## src/rtl/pfm_pkg.sv

```systemverilog
package pfm_pkg;
  localparam int ADDR_W = 2;
  localparam int DATA_W = 8;
  typedef logic [ADDR_W-1:0] addr_t;
  localparam addr_t ADDR_FLAGS  = 2'd0;
  localparam addr_t ADDR_ACK    = 2'd1;
  localparam addr_t ADDR_SAMPLE = 2'd2;

  // Which sense input serves PWM channel ch (legs share one sense line)
  function automatic int sense_of(input int ch, input int npwm, input int nsense);
    return (ch * nsense) / npwm;
  endfunction
endpackage

```

## src/rtl/pfm_sync.sv

```systemverilog
module pfm_sync #(
  parameter int W      = 4,
  parameter int STAGES = 2
) (
  input  logic         clk,
  input  logic         rst_n,
  input  logic [W-1:0] d,
  output logic [W-1:0] q
);
  logic [W-1:0] st [STAGES];

  always_ff @(posedge clk or negedge rst_n) begin
    if (!rst_n) begin
      for (int s = 0; s < STAGES; s++) st[s] <= '0;
    end else begin
      st[0] <= d;
      for (int s = 1; s < STAGES; s++) st[s] <= st[s-1];
    end
  end

  assign q = st[STAGES-1];
endmodule

```

## src/rtl/pfm_fault_bank.sv

```systemverilog
module pfm_fault_bank #(
  parameter int NFAULT = 4
) (
  input  logic              clk,
  input  logic              rst_n,
  input  logic [NFAULT-1:0] pin_s,
  input  logic [NFAULT-1:0] ack_vec,
  output logic [NFAULT-1:0] rise_evt,
  output logic [NFAULT-1:0] flags
);
  logic [NFAULT-1:0] pin_q;

  assign rise_evt = pin_s & ~pin_q;

  always_ff @(posedge clk or negedge rst_n) begin
    if (!rst_n) begin
      pin_q <= '0;
      flags <= '0;
    end else begin
      pin_q <= pin_s;
      flags <= (flags & ~ack_vec) | rise_evt;
    end
  end
endmodule

```

## src/rtl/pfm_sense_capture.sv

```systemverilog
module pfm_sense_capture #(
  parameter int NPWM   = 6,
  parameter int NSENSE = 3
) (
  input  logic              clk,
  input  logic              rst_n,
  input  logic [NSENSE-1:0] sense_s,
  input  logic [NPWM-1:0]   pwm_drive,
  input  logic [NPWM-1:0]   dt_active,
  output logic [NPWM-1:0]   cap_evt,
  output logic [NPWM-1:0]   samples
);
  logic [NPWM-1:0] dt_q;

  always_ff @(posedge clk or negedge rst_n) begin
    if (!rst_n) dt_q <= '0;
    else        dt_q <= dt_active;
  end

  for (genvar k = 0; k < NPWM; k++) begin : g_ch
    localparam int SEL = pfm_pkg::sense_of(k, NPWM, NSENSE);
    assign cap_evt[k] = dt_q[k] & ~dt_active[k] & pwm_drive[k];
    always_ff @(posedge clk or negedge rst_n) begin
      if (!rst_n)          samples[k] <= 1'b0;
      else if (cap_evt[k]) samples[k] <= sense_s[SEL];
    end
  end
endmodule

```

## src/rtl/pwm_fault_monitor.sv

```systemverilog
module pwm_fault_monitor
  import pfm_pkg::*;
#(
  parameter int NFAULT      = 4,
  parameter int NPWM        = 6,
  parameter int NSENSE      = 3,
  parameter int SYNC_STAGES = 2
) (
  input  logic              clk,
  input  logic              rst_n,
  input  logic [ADDR_W-1:0] addr,
  input  logic              rd_en,
  input  logic              wr_en,
  input  logic [DATA_W-1:0] wr_data,
  output logic [DATA_W-1:0] rd_data,
  input  logic [NFAULT-1:0] fault_pin,
  input  logic [NSENSE-1:0] sense_pin,
  input  logic [NPWM-1:0]   pwm_drive,
  input  logic [NPWM-1:0]   dt_active,
  output logic              irq
);
  logic [NFAULT-1:0] fault_s, rise_evt, ack_vec, flags;
  logic [NSENSE-1:0] sense_s;
  logic [NPWM-1:0]   cap_evt, samples;

  pfm_sync #(.W(NFAULT), .STAGES(SYNC_STAGES)) u_fault_sync (
    .clk(clk), .rst_n(rst_n), .d(fault_pin), .q(fault_s));

  pfm_sync #(.W(NSENSE), .STAGES(SYNC_STAGES)) u_sense_sync (
    .clk(clk), .rst_n(rst_n), .d(sense_pin), .q(sense_s));

  assign ack_vec = (wr_en && addr == ADDR_ACK) ? wr_data[NFAULT-1:0] : '0;

  pfm_fault_bank #(.NFAULT(NFAULT)) u_bank (
    .clk(clk), .rst_n(rst_n), .pin_s(fault_s), .ack_vec(ack_vec),
    .rise_evt(rise_evt), .flags(flags));

  pfm_sense_capture #(.NPWM(NPWM), .NSENSE(NSENSE)) u_cap (
    .clk(clk), .rst_n(rst_n), .sense_s(sense_s), .pwm_drive(pwm_drive),
    .dt_active(dt_active), .cap_evt(cap_evt), .samples(samples));

  assign irq = |flags;

  always_comb begin
    rd_data = '0;
    if (rd_en) begin
      case (addr)
        ADDR_FLAGS:  rd_data[NFAULT-1:0] = flags;
        ADDR_SAMPLE: rd_data[NPWM-1:0]   = samples;
        default:     rd_data = '0;
      endcase
    end
  end
endmodule

```

## config.mk

```make
export PLATFORM = sky130hd
export DESIGN_NAME = pwm_fault_monitor
export DESIGN_NICKNAME = d
export VERILOG_FILES = /design/src/rtl/pfm_pkg.sv /design/src/rtl/pfm_sync.sv /design/src/rtl/pfm_fault_bank.sv /design/src/rtl/pfm_sense_capture.sv /design/src/rtl/pwm_fault_monitor.sv
export SDC_FILE = /design/constraint.sdc
export NUM_CORES = 1
export LEC_CHECK = 0
export BUFFER_PORTS_ARGS = -buffer_cell sky130_fd_sc_hd__buf_4
export CAP_MARGIN = 20
export CORE_MARGIN = 8
export CORE_UTILIZATION = 38
export DETAILED_ROUTE_END_ITERATION = 8
export PLACE_DENSITY = 0.65
export SLEW_MARGIN = 25
export SYNTH_ARGS = -nofsm -noshare
export SYNTH_HDL_FRONTEND = slang
export SYNTH_SLANG_ARGS = --single-unit
export TNS_END_PERCENT = 5
```

## constraint.sdc

```tcl
create_clock -name clk -period 1.1 [get_ports clk]
set_clock_uncertainty 0.15 [all_clocks]
set_input_delay 0.22 -clock clk [delete_from_list [all_inputs] [get_ports clk]]
set_output_delay 0.22 -clock clk [all_outputs]
set_load 0.02 [all_outputs]
```

==> results of run 1 <==
[where the power goes]
part / switching, mW / internal (mW) / total (mW) / leakage (nW)
sequential: 0.0438 / 1.35 / 1.39 / 0.390
combinational: 0.129 / 0.218 / 0.347 / 0.406
clock: 0.378 / 0.310 / 0.688 / 0.0353
[stage by stage]
step | area (um2) | setup TNS [ns] | setup WS, ns
finish | 1740 | -3.24 | -0.660
detailed placement | 1500 | -0.968 | -0.315
floorplan | 1170 | -0.208 | -0.208
CTS | 1730 | -3.37 | -0.663
global route | 1740 | -3.70 | -0.701
global placement | 1500 | -0.896 | -0.313
[cell families after synthesis]
kind of cell	after synthesis	synth area share (%)
multiplexers	10	9.22
other	1	0.321
buffers and inverters	7	3.54
flip-flops	34	72.9
AO/OA/AOI/OAI	4	3.11
AND/OR/NAND/NOR	19	10.9
[Yosys cell counts]
| cell | instances | area [um2] |
|---|---|---|
| or4_1 | 1 | 7.51 |
| buf_4 | 2 | 15.0 |
| dfrtp_1 | 34 | 851 |
| mux2i_1 | 4 | 40.0 |
| inv_1 | 4 | 15.0 |
| a22o_1 | 3 | 26.3 |
| a22o_2 | 1 | 10.0 |
| conb_1 | 1 | 3.75 |
| nand2b_1 | 1 | 6.26 |
| and3_1 | 2 | 12.5 |
| nor2b_1 | 1 | 6.26 |
| buf_6 | 1 | 11.3 |
| nand4b_1 | 4 | 35.0 |
| nor2_1 | 4 | 15.0 |
| nand3b_1 | 6 | 45.0 |
| mux2_2 | 6 | 67.6 |
[cell type report]
cell class | instances | area (um2) | area share (%)
clock inverters | 1 | 5.00 | 0.288
flip-flops and latches | 34 | 851 | 49.0
clock buffers | 7 | 55.1 | 3.17
multi-input cells | 35 | 293 | 16.8
well taps | 33 | 41.3 | 2.38
repair buffers | 57 | 478 | 27.5
inverters | 4 | 15.0 | 0.864
[state kept, by name, summed over array words and instances, names as in the netlist]
signal / cells
u_fault_sync.st: 4
u_sense_sync.q: 3
u_bank.pin_q: 4
u_bank.flags: 4
u_sense_sync.st: 3
u_cap.samples: 6
u_fault_sync.q: 4
u_cap.dt_q: 6
[per-layer routing]
metal	vias up	track usage [%]	part of all wire, %
met5	-	0	0
met4	0	4.85	1.6
met3	5	4.04	7.6
met2	28	16.0	49
met1	397	10.5	42
li1	381	-	-
[worst max path at each step]
stage,start,endpoint,depth (start not counted)
floorplan,u_bank.flags[1],irq,1
global placement,u_bank.flags[1],irq,2
detailed placement,u_bank.flags[1],irq,2
CTS,u_bank.flags[2],irq,2
global route,u_bank.flags[1],irq,2
finish,u_bank.flags[1],irq,2
[critical path, stage by stage, from the launching register on]
cell and delay, ns:
dfrtp_1 0.39, or4_4 0.53, buf_6 0.15
[cell usage in the layout (no fill, tap or decap), drive strengths merged, types with 6 or more instances in the layout]
cell type and instances:
buf 43, dfrtp 34, dlygate4sd3 14, clkbuf 7, nand3b 6, mux2 6
[repair_timing]
| action | 4_1_cts | 5_1_grt |
|---|---|---|
| setup endpoints to repair | 7 | 10 |
| pin swaps | 1 | 2 |
| cloned | 0 | 0 |
| gates resized for setup | 4 | 2 |
| hold buffers | 14 | 0 |
| buffers inserted | 2 | 0 |
| endpoints found under the hold margin | 47 | 0 |
==> results.json, run 1 <==
{
  "vias_per_cell": 4.74,
  "num_vias": 811,
  "fin_nets": 170,
  "antenna_found_initial": 0,
  "outcome": "complete, but fails checks",
  "ant_nets": 0,
  "ir_drop_uv": 910,
  "dpl.cell_count": 147,
  "cts_sinks": 34,
  "drtIter0Drc": 20,
  "max_freq_mhz": 568,
  "p_per_area_nw_per_um2": 1400,
  "fin_crit_sh_pct": 160,
  "fin_crit_ns": 1.76,
  "chipWidth_um": 71.4,
  "critPathRequiredTime_ns": 0.73,
  "initial_utilization_pct": 39.2,
  "core_area_um2": 2980,
  "worstHoldStart": "wr_data[0]",
  "report.final.slew_viol_count": 0,
  "drv_cap": 0,
  "io_pins": 42,
  "grt_pass1_vias": 898,
  "worstSkewPairLatency_ns": 0.32,
  "hpwl_um": 1680,
  "violations": "setup timing",
  "whs_path_depth": 3,
  "grt_usage_pct": 9.73,
  "overflow": 0,
  "finalWeightedCongestion": 0.765,
  "crit_arrival_ns": 1.39,
  "syn_avg_cell_area_um2": 15.6,
  "grt_pass1_wl_um": 3840,
  "antenna_cells": 0,
  "worstSetupPathType": "reg2out",
  "finalPower_mw": 2.43,
  "fillers": 238,
  "dr.pass1.iters": 4,
  "yosys_register_bits": 34,
  "fin_cells": 171,
  "drcViolationCount": 0,
  "die_h_um": 71.4,
  "wl_per_cell_um": 13.5,
  "final_util_pct": 58.4,
  "reg2reg_setup_slack_ns": 0.01,
  "grt_max_degree": 35,
  "setup_violations": 7,
  "start_kind": "flop",
  "area_growth_syn_to_layout_pct": 48.9,
  "ys_types": 16,
  "path_clk_slew_ns": 0.10,
  "worst_r2r_path_depth": 3,
  "p_leak_nw": 0.831,
  "port_buffers": 35,
  "rows": 20,
  "yosysWarnings": 0,
  "critPathMaxFanout": 2,
  "synthCells": 75,
  "hold_slack_ns": 0.0766,
  "root_buffer": "clkbuf_4",
  "endpoint_kind": "output pin",
  "synth_area_um2": 1170,
  "timing.rr.start": "u_bank.flags[0]",
  "die_area_um2": 5100,
  "whs_endpoint": "u_bank.flags[0]",
  "hold_violations": 0,
  "cts_made_buffers": 5,
  "drive_above_1_share_pct": 43.5,
  "cts_tree": "yes",
  "wirelength_um": 2300,
  "yosysSeqAreaShare_pct": 72.9,
  "cts.htree.levels": 2,
  "cts_buffer_depth": 2,
  "min_path_type": "in2reg",
  "setup_ws_ns": -0.660,
  "rsz0062_at_grt": "true",
  "reg2reg_to": "u_bank.flags[0]"
}
Note: power is estimated with default switching activity, not from simulation.
==> run 2, diff against run 1 <==
Settings changed: MAX_ROUTING_LAYER from default to met4.
==> run 2 against run 1 <==
Against the previous run:
- the run still ends with setup timing left
- cell count did not move
- clock-buffer cell count did not move
- highest routed layer unchanged
- largest power group unchanged
- register-to-register slack barely moved
- clock power barely moved
- final area did not move
- sequential share of layout area did not move
- global-route usage rose by 0.27 points
- routed wire length barely moved
- worst setup slack improved by 0.0021 ns
- via count fell by 0.74%
- critical endpoint unchanged
- utilization did not move
==> results.json, run 2 (synthesis gave the netlist of run 1 again) <==
{
  "grt_pass1_vias": 897,
  "final_cell_mix": "buf_4 (39), dfrtp_1 (34), dlygate4sd3_1 (14)",
  "overflow": 0,
  "cts_made_buffers": 5,
  "worst_r2r_path_depth": 3,
  "regArea_um2": 851,
  "fin_crit_ns": 1.76,
  "drv_cap": 0,
  "grt_usage_pct": 10.0,
  "finalWeightedCongestion": 0.775,
  "start_kind": "flop",
  "rsz0062_at_grt": "true",
  "setup_ws_ns": -0.658,
  "fillers": 238,
  "path_clk_slew_ns": 0.10,
  "wirelength_um": 2300,
  "hold_violations": 0,
  "max_freq_mhz": 569,
  "min_path_type": "in2reg",
  "worstSetupPathType": "reg2out",
  "grt_max_degree": 35,
  "antenna_found_initial": 0,
  "die_h_um": 71.4,
  "worstSkewPairLatency_ns": 0.32,
  "io_pins": 42,
  "ant_nets": 0,
  "port_buffers": 35,
  "reg_top3": "u_cap.dt_q (6), u_cap.samples (6)",
  "dr.pass1.iters": 4,
  "critPathMaxFanout": 2,
  "core_area_um2": 2980,
  "cts.htree.levels": 2,
  "die_area_um2": 5100,
  "setup_tns_ns": -3.23,
  "crit_arrival_ns": 1.39,
  "hpwl_um": 1680,
  "cts_buffer_depth": 2,
  "reg2reg_to": "u_bank.flags[0]",
  "dpl_worst_slack_ns": -0.315,
  "initial_utilization_pct": 39.2,
  "cts_tree": "yes",
  "timing.rr.start": "u_bank.flags[0]",
  "reg2reg_setup_slack_ns": 0.01,
  "chipWidth_um": 71.4,
  "root_buffer": "clkbuf_4",
  "whs_endpoint": "u_bank.flags[0]",
  "outcome": "complete, but fails checks",
  "area_growth_syn_to_layout_pct": 48.9,
  "finalPower_mw": 2.42,
  "critPathRequiredTime_ns": 0.73,
  "fin_nets": 170,
  "antenna_cells": 0,
  "mostFrequentLayoutCell": "buf_4",
  "num_vias": 805,
  "whs_path_depth": 3,
  "grt_pass1_wl_um": 3840,
  "report.final.slew_viol_count": 0,
  "drive_above_1_share_pct": 43.5,
  "setup_violations": 7,
  "endpoint_kind": "output pin",
  "p_per_area_nw_per_um2": 1400,
  "wl_per_cell_um": 13.5,
  "ir_drop_uv": 909,
  "drtIter0Drc": 20,
  "worstHoldStart": "wr_data[0]",
  "drcViolationCount": 0,
  "cts_sinks": 34,
  "rows": 20,
  "vias_per_cell": 4.71,
  "hold_slack_ns": 0.0787,
  "p_leak_nw": 0.831,
  "violations": "setup timing",
  "multiInputGateArea_um2": 293,
  "fin_crit_sh_pct": 160
}
run 2: layout make-up:
class	count	area share [%]
well taps	33	2.38
inverters	4	0.864
repair buffers	57	27.5
flip-flops and latches	34	49.0
clock buffers	7	3.17
clock inverters	1	0.288
multi-input cells	35	16.8
run 2: routing by layer:
| layer | track usage, % | routed length (um) |
|---|---|---|
| met5 | - | 0 |
| met4 | 4.85 | 36 |
| met3 | 3.63 | 140 |
| met2 | 16.0 | 1130 |
| met1 | 10.8 | 990 |
run 2: where the power goes:
group | switching, mW | leakage, nW | internal (mW) | total [mW]
Clock | 0.376 | 0.0353 | 0.310 | 0.685
Sequential | 0.0438 | 0.390 | 1.35 | 1.39
Combinational | 0.129 | 0.406 | 0.218 | 0.347
Total | 0.549 | 0.831 | 1.88 | 2.42
run 2: repair_timing:
action                     4_1_cts  5_1_grt
hold buffers                    14        0
pin swaps                        1        2
buffers inserted                 2        0
setup endpoints to repair        7       10
hold endpoints to repair        47        0
resized for setup                4        2
run 2: worst max-delay path by stage:
stage / startpoint / endpoint / slack [ns]
floorplan: u_bank.flags[1] / irq / -0.21
global route: u_bank.flags[1] / irq / -0.70
finish: u_bank.flags[1] / irq / -0.66
global placement: u_bank.flags[1] / irq / -0.31
CTS: u_bank.flags[2] / irq / -0.66
detailed placement: u_bank.flags[1] / irq / -0.32
run 2: critical path, stage by stage, from the launching register on:
cell and delay [ns]:
dfrtp_1 0.39, or4_4 0.53, buf_6 0.15
run 2: metrics by stage:
stage | std cells | utilization, % | area, um2
2_1_floorplan | 76 | - | 1170
3_5_place_dp | 147 | 50.3 | 1500
3_3_place_gp | 147 | 50.3 | 1500
6_report | 171 | 58.4 | 1740
5_1_grt | 171 | 58.4 | 1740
4_1_cts | 171 | 58.0 | 1730
==> run 3, diff against run 2 <==
Settings changed: ABC_AREA from default to 1.
==> run 3 against run 2 <==
Against the previous run:
- the run still ends with setup timing left
- register-to-register slack better by 0.19 ns
- power is 3.4% higher
- global-route usage is 0.075 points lower
- area after synthesis is 0.64% higher
- first-iteration DRC count is 95% higher
- sequential power hardly changed
- flip-flop and latch count stayed put
- routed wire length is 1.3% lower
- combinational power is 11% lower
- synthesized cell count is 44% higher
- cell count is 17% higher
- sequential share of layout area is 0.32 points lower
- critical endpoint unchanged
==> results.json, run 3 <==
{
  "synth_top_area_share_pct": 72.4,
  "report.final.slew_viol_count": 0,
  "fin_crit_sh_pct": 128,
  "io_pins": 42,
  "max_freq_mhz": 709,
  "overflow": 0,
  "crit_family": "flip-flops",
  "core_area_um2": 3000,
  "synth_area_um2": 1170,
  "rsz0062_at_grt": "true",
  "netlist_top_cells_area": "dfrtp_1 (72%), nand2_1 (8.6%), inv_1 (5.1%)",
  "port_buffers": 35,
  "num_vias": 891,
  "critPathMaxFanout": 3,
  "ir_drop_uv": 943,
  "placed_cell_area_um2": 1480,
  "cts_sinks": 34,
  "syn_avg_cell_area_um2": 10.9,
  "synthCells": 108,
  "violations": "setup timing",
  "drtIter0Drc": 39,
  "cp_slowest_stage_delay_ns": 0.40,
  "reg_top3": "u_cap.dt_q (6), u_cap.samples (6)",
  "hold_slack_ns": 0.0179,
  "setup_violations": 7,
  "cts_tree": "yes",
  "hold_violations": 0,
  "pwr-share-clk_pct": 32.5,
  "fin_crit_ns": 1.41,
  "yosysWarnings": 0,
  "crit_slowest_cell": "dfrtp_1",
  "grt_pass1_wl_um": 3900,
  "grt_pass1_vias": 940,
  "vias_per_cell": 4.46,
  "area_growth_syn_to_layout_pct": 48.9,
  "p_seq_share_pct": 55.3,
  "grt_max_degree": 35,
  "path_buf_inv": 1,
  "antenna_found_initial": 0,
  "synthFlopType": "dfrtp_1",
  "drive_above_1_share_pct": 32.9,
  "synthArstFlopShare_pct": 100,
  "outcome": "complete, but fails checks",
  "fin_nets": 199,
  "finalPower_mw": 2.51,
  "cts.htree.levels": 2,
  "cts_made_buffers": 5,
  "synthTopCellsByCount": "dfrtp_1 (34), nand2_1 (27), inv_1 (16), nand3_1 (10), o21ai_0 (6)",
  "wirelength_um": 2270,
  "dpl.cell_count": 176,
  "worstSkewPairLatency_ns": 0.32,
  "switchingPower_uw": 562,
  "dr.pass1.iters": 4,
  "critPathRequiredTime_ns": 0.73,
  "final_cell_mix": "dfrtp_1 (34), buf_4 (32), nand2_1 (26)",
  "finalWeightedCongestion": 0.699,
  "setup_tns_ns": -1.86,
  "pwr-share-comb_pct": 12.3,
  "die_area_um2": 5130,
  "chipWidth_um": 71.6,
  "cts_buffer_depth": 2,
  "grt_usage_pct": 9.92,
  "fin_cells": 200,
  "rows": 20,
  "drcViolationCount": 0,
  "min_path_type": "in2reg",
  "antenna_cells": 0,
  "yosys_register_bits": 34,
  "p_int_mw": 1.94,
  "endpoint_kind": "output pin",
  "root_buffer": "clkbuf_4",
  "wl_per_cell_um": 11.3,
  "path_cells": "nor2_1, nand2_1, buf_6",
  "drv_cap": 0,
  "setup_ws_ns": -0.309,
  "synth_most_common_cell": "dfrtp_1",
  "ys_types": 12,
  "switching_share_pct": 22.4,
  "die_h_um": 71.6,
  "synth_edf_count": 0,
  "finish.instance_area_um2": 1750,
  "p_per_area_nw_per_um2": 1430,
  "synth_top_cell_by_area": "dfrtp_1",
  "hpwl_um": 1730,
  "start_kind": "flop",
  "path_clk_slew_ns": 0.10,
  "p_leak_nw": 0.900,
  "crit_arrival_ns": 1.04,
  "worstSetupPathType": "reg2out",
  "initial_utilization_pct": 39.1,
  "mostFrequentLayoutCell": "dfrtp_1",
  "ant_nets": 0,
  "yosysSeqAreaShare_pct": 72.4
}
[run 3: cell types whose count changed after synthesis, sizes merged, moves of 2 or more]
cell,before,now
inv,4,18
mux2i,4,0
nand4,0,4
nand2,0,27
a22o,4,0
o21ai,0,6
nand4b,4,0
nand3b,6,0
nand3,0,11
mux2,6,0
and3,2,0
[run 3: worst register-to-register path, cell delays in order (launching register included)]
cell and delay, ns:
dfrtp_1 0.41, buf_4 0.14, nand2_1 0.05, nand2_1 0.04
[run 3: timing repair]
action / 4_1_cts / 5_1_grt
setup endpoints to repair: 7 / 8
buffers inserted: 2 / 0
hold buffers: 14 / 0
endpoints found under the hold margin: 47 / 0
gates resized for setup: 3 / 9
pin swaps: 4 / 5
[run 3: stage by stage]
| step | worst slack (ns) | util [%] |
|---|---|---|
| 2_1_floorplan | 0.0816 | - |
| 3_3_place_gp | -0.0729 | 49.1 |
| 3_5_place_dp | -0.0971 | 49.1 |
| 4_1_cts | -0.326 | 57.3 |
| 5_1_grt | -0.387 | 58.3 |
| 6_report | -0.309 | 58.3 |
[run 3: routing by layer]
metal	global-route usage (%)	wire, um	part of all wire (%)	vias to the layer above
met1	10.3	994	44	410
met5	-	0	0	-
met2	15.6	1070	47	29
met3	5.16	178	7.8	4
met4	4.08	24	1.1	0
li1	-	-	-	448
[run 3: path summary, 6_finish.rpt]
path,startpoint,end,slack [ns],depth (start not counted)
setup / recovery,u_bank.flags[2],irq,-0.31,3
hold / removal,pwm_drive[1],u_cap.samples[1],0.02,3
setup reg to reg,u_bank.flags[1],u_bank.flags[1],0.20,3
hold reg to reg,u_fault_sync.st[5],u_fault_sync.q[1],0.20,0
max in group asynchronous,rst_n,u_bank.pin_q[2],0.29,2
min in group asynchronous,rst_n,u_fault_sync.q[1],0.21,2
[run 3: power groups by stage]
stage	logic, mW	registers (mW)	clock network, mW
finish	0.308	1.39	0.814
CTS	0.301	1.39	0.848
global placement	0.238	1.41	0
detailed placement	0.247	1.41	0
global route	0.340	1.40	0.904
floorplan	0.106	1.40	0
[run 3: cells by family after synthesis]
family	after synthesis	share of synthesized area [%]
DFF	34	72.4
AOI/OAI and AO/OA	6	2.56
buffers and inverters	20	7.03
other	1	0.319
and+or+nand+nor	47	17.7
[run 3: layout make-up]
class                      instances  area, um2
clock buffer                       8       78.8
tap                               33       41.3
fill                             255       1250
timing repair buffer              52        448
sequential                        34        851
multi-input combinational         55        263
inverter                          18       67.6
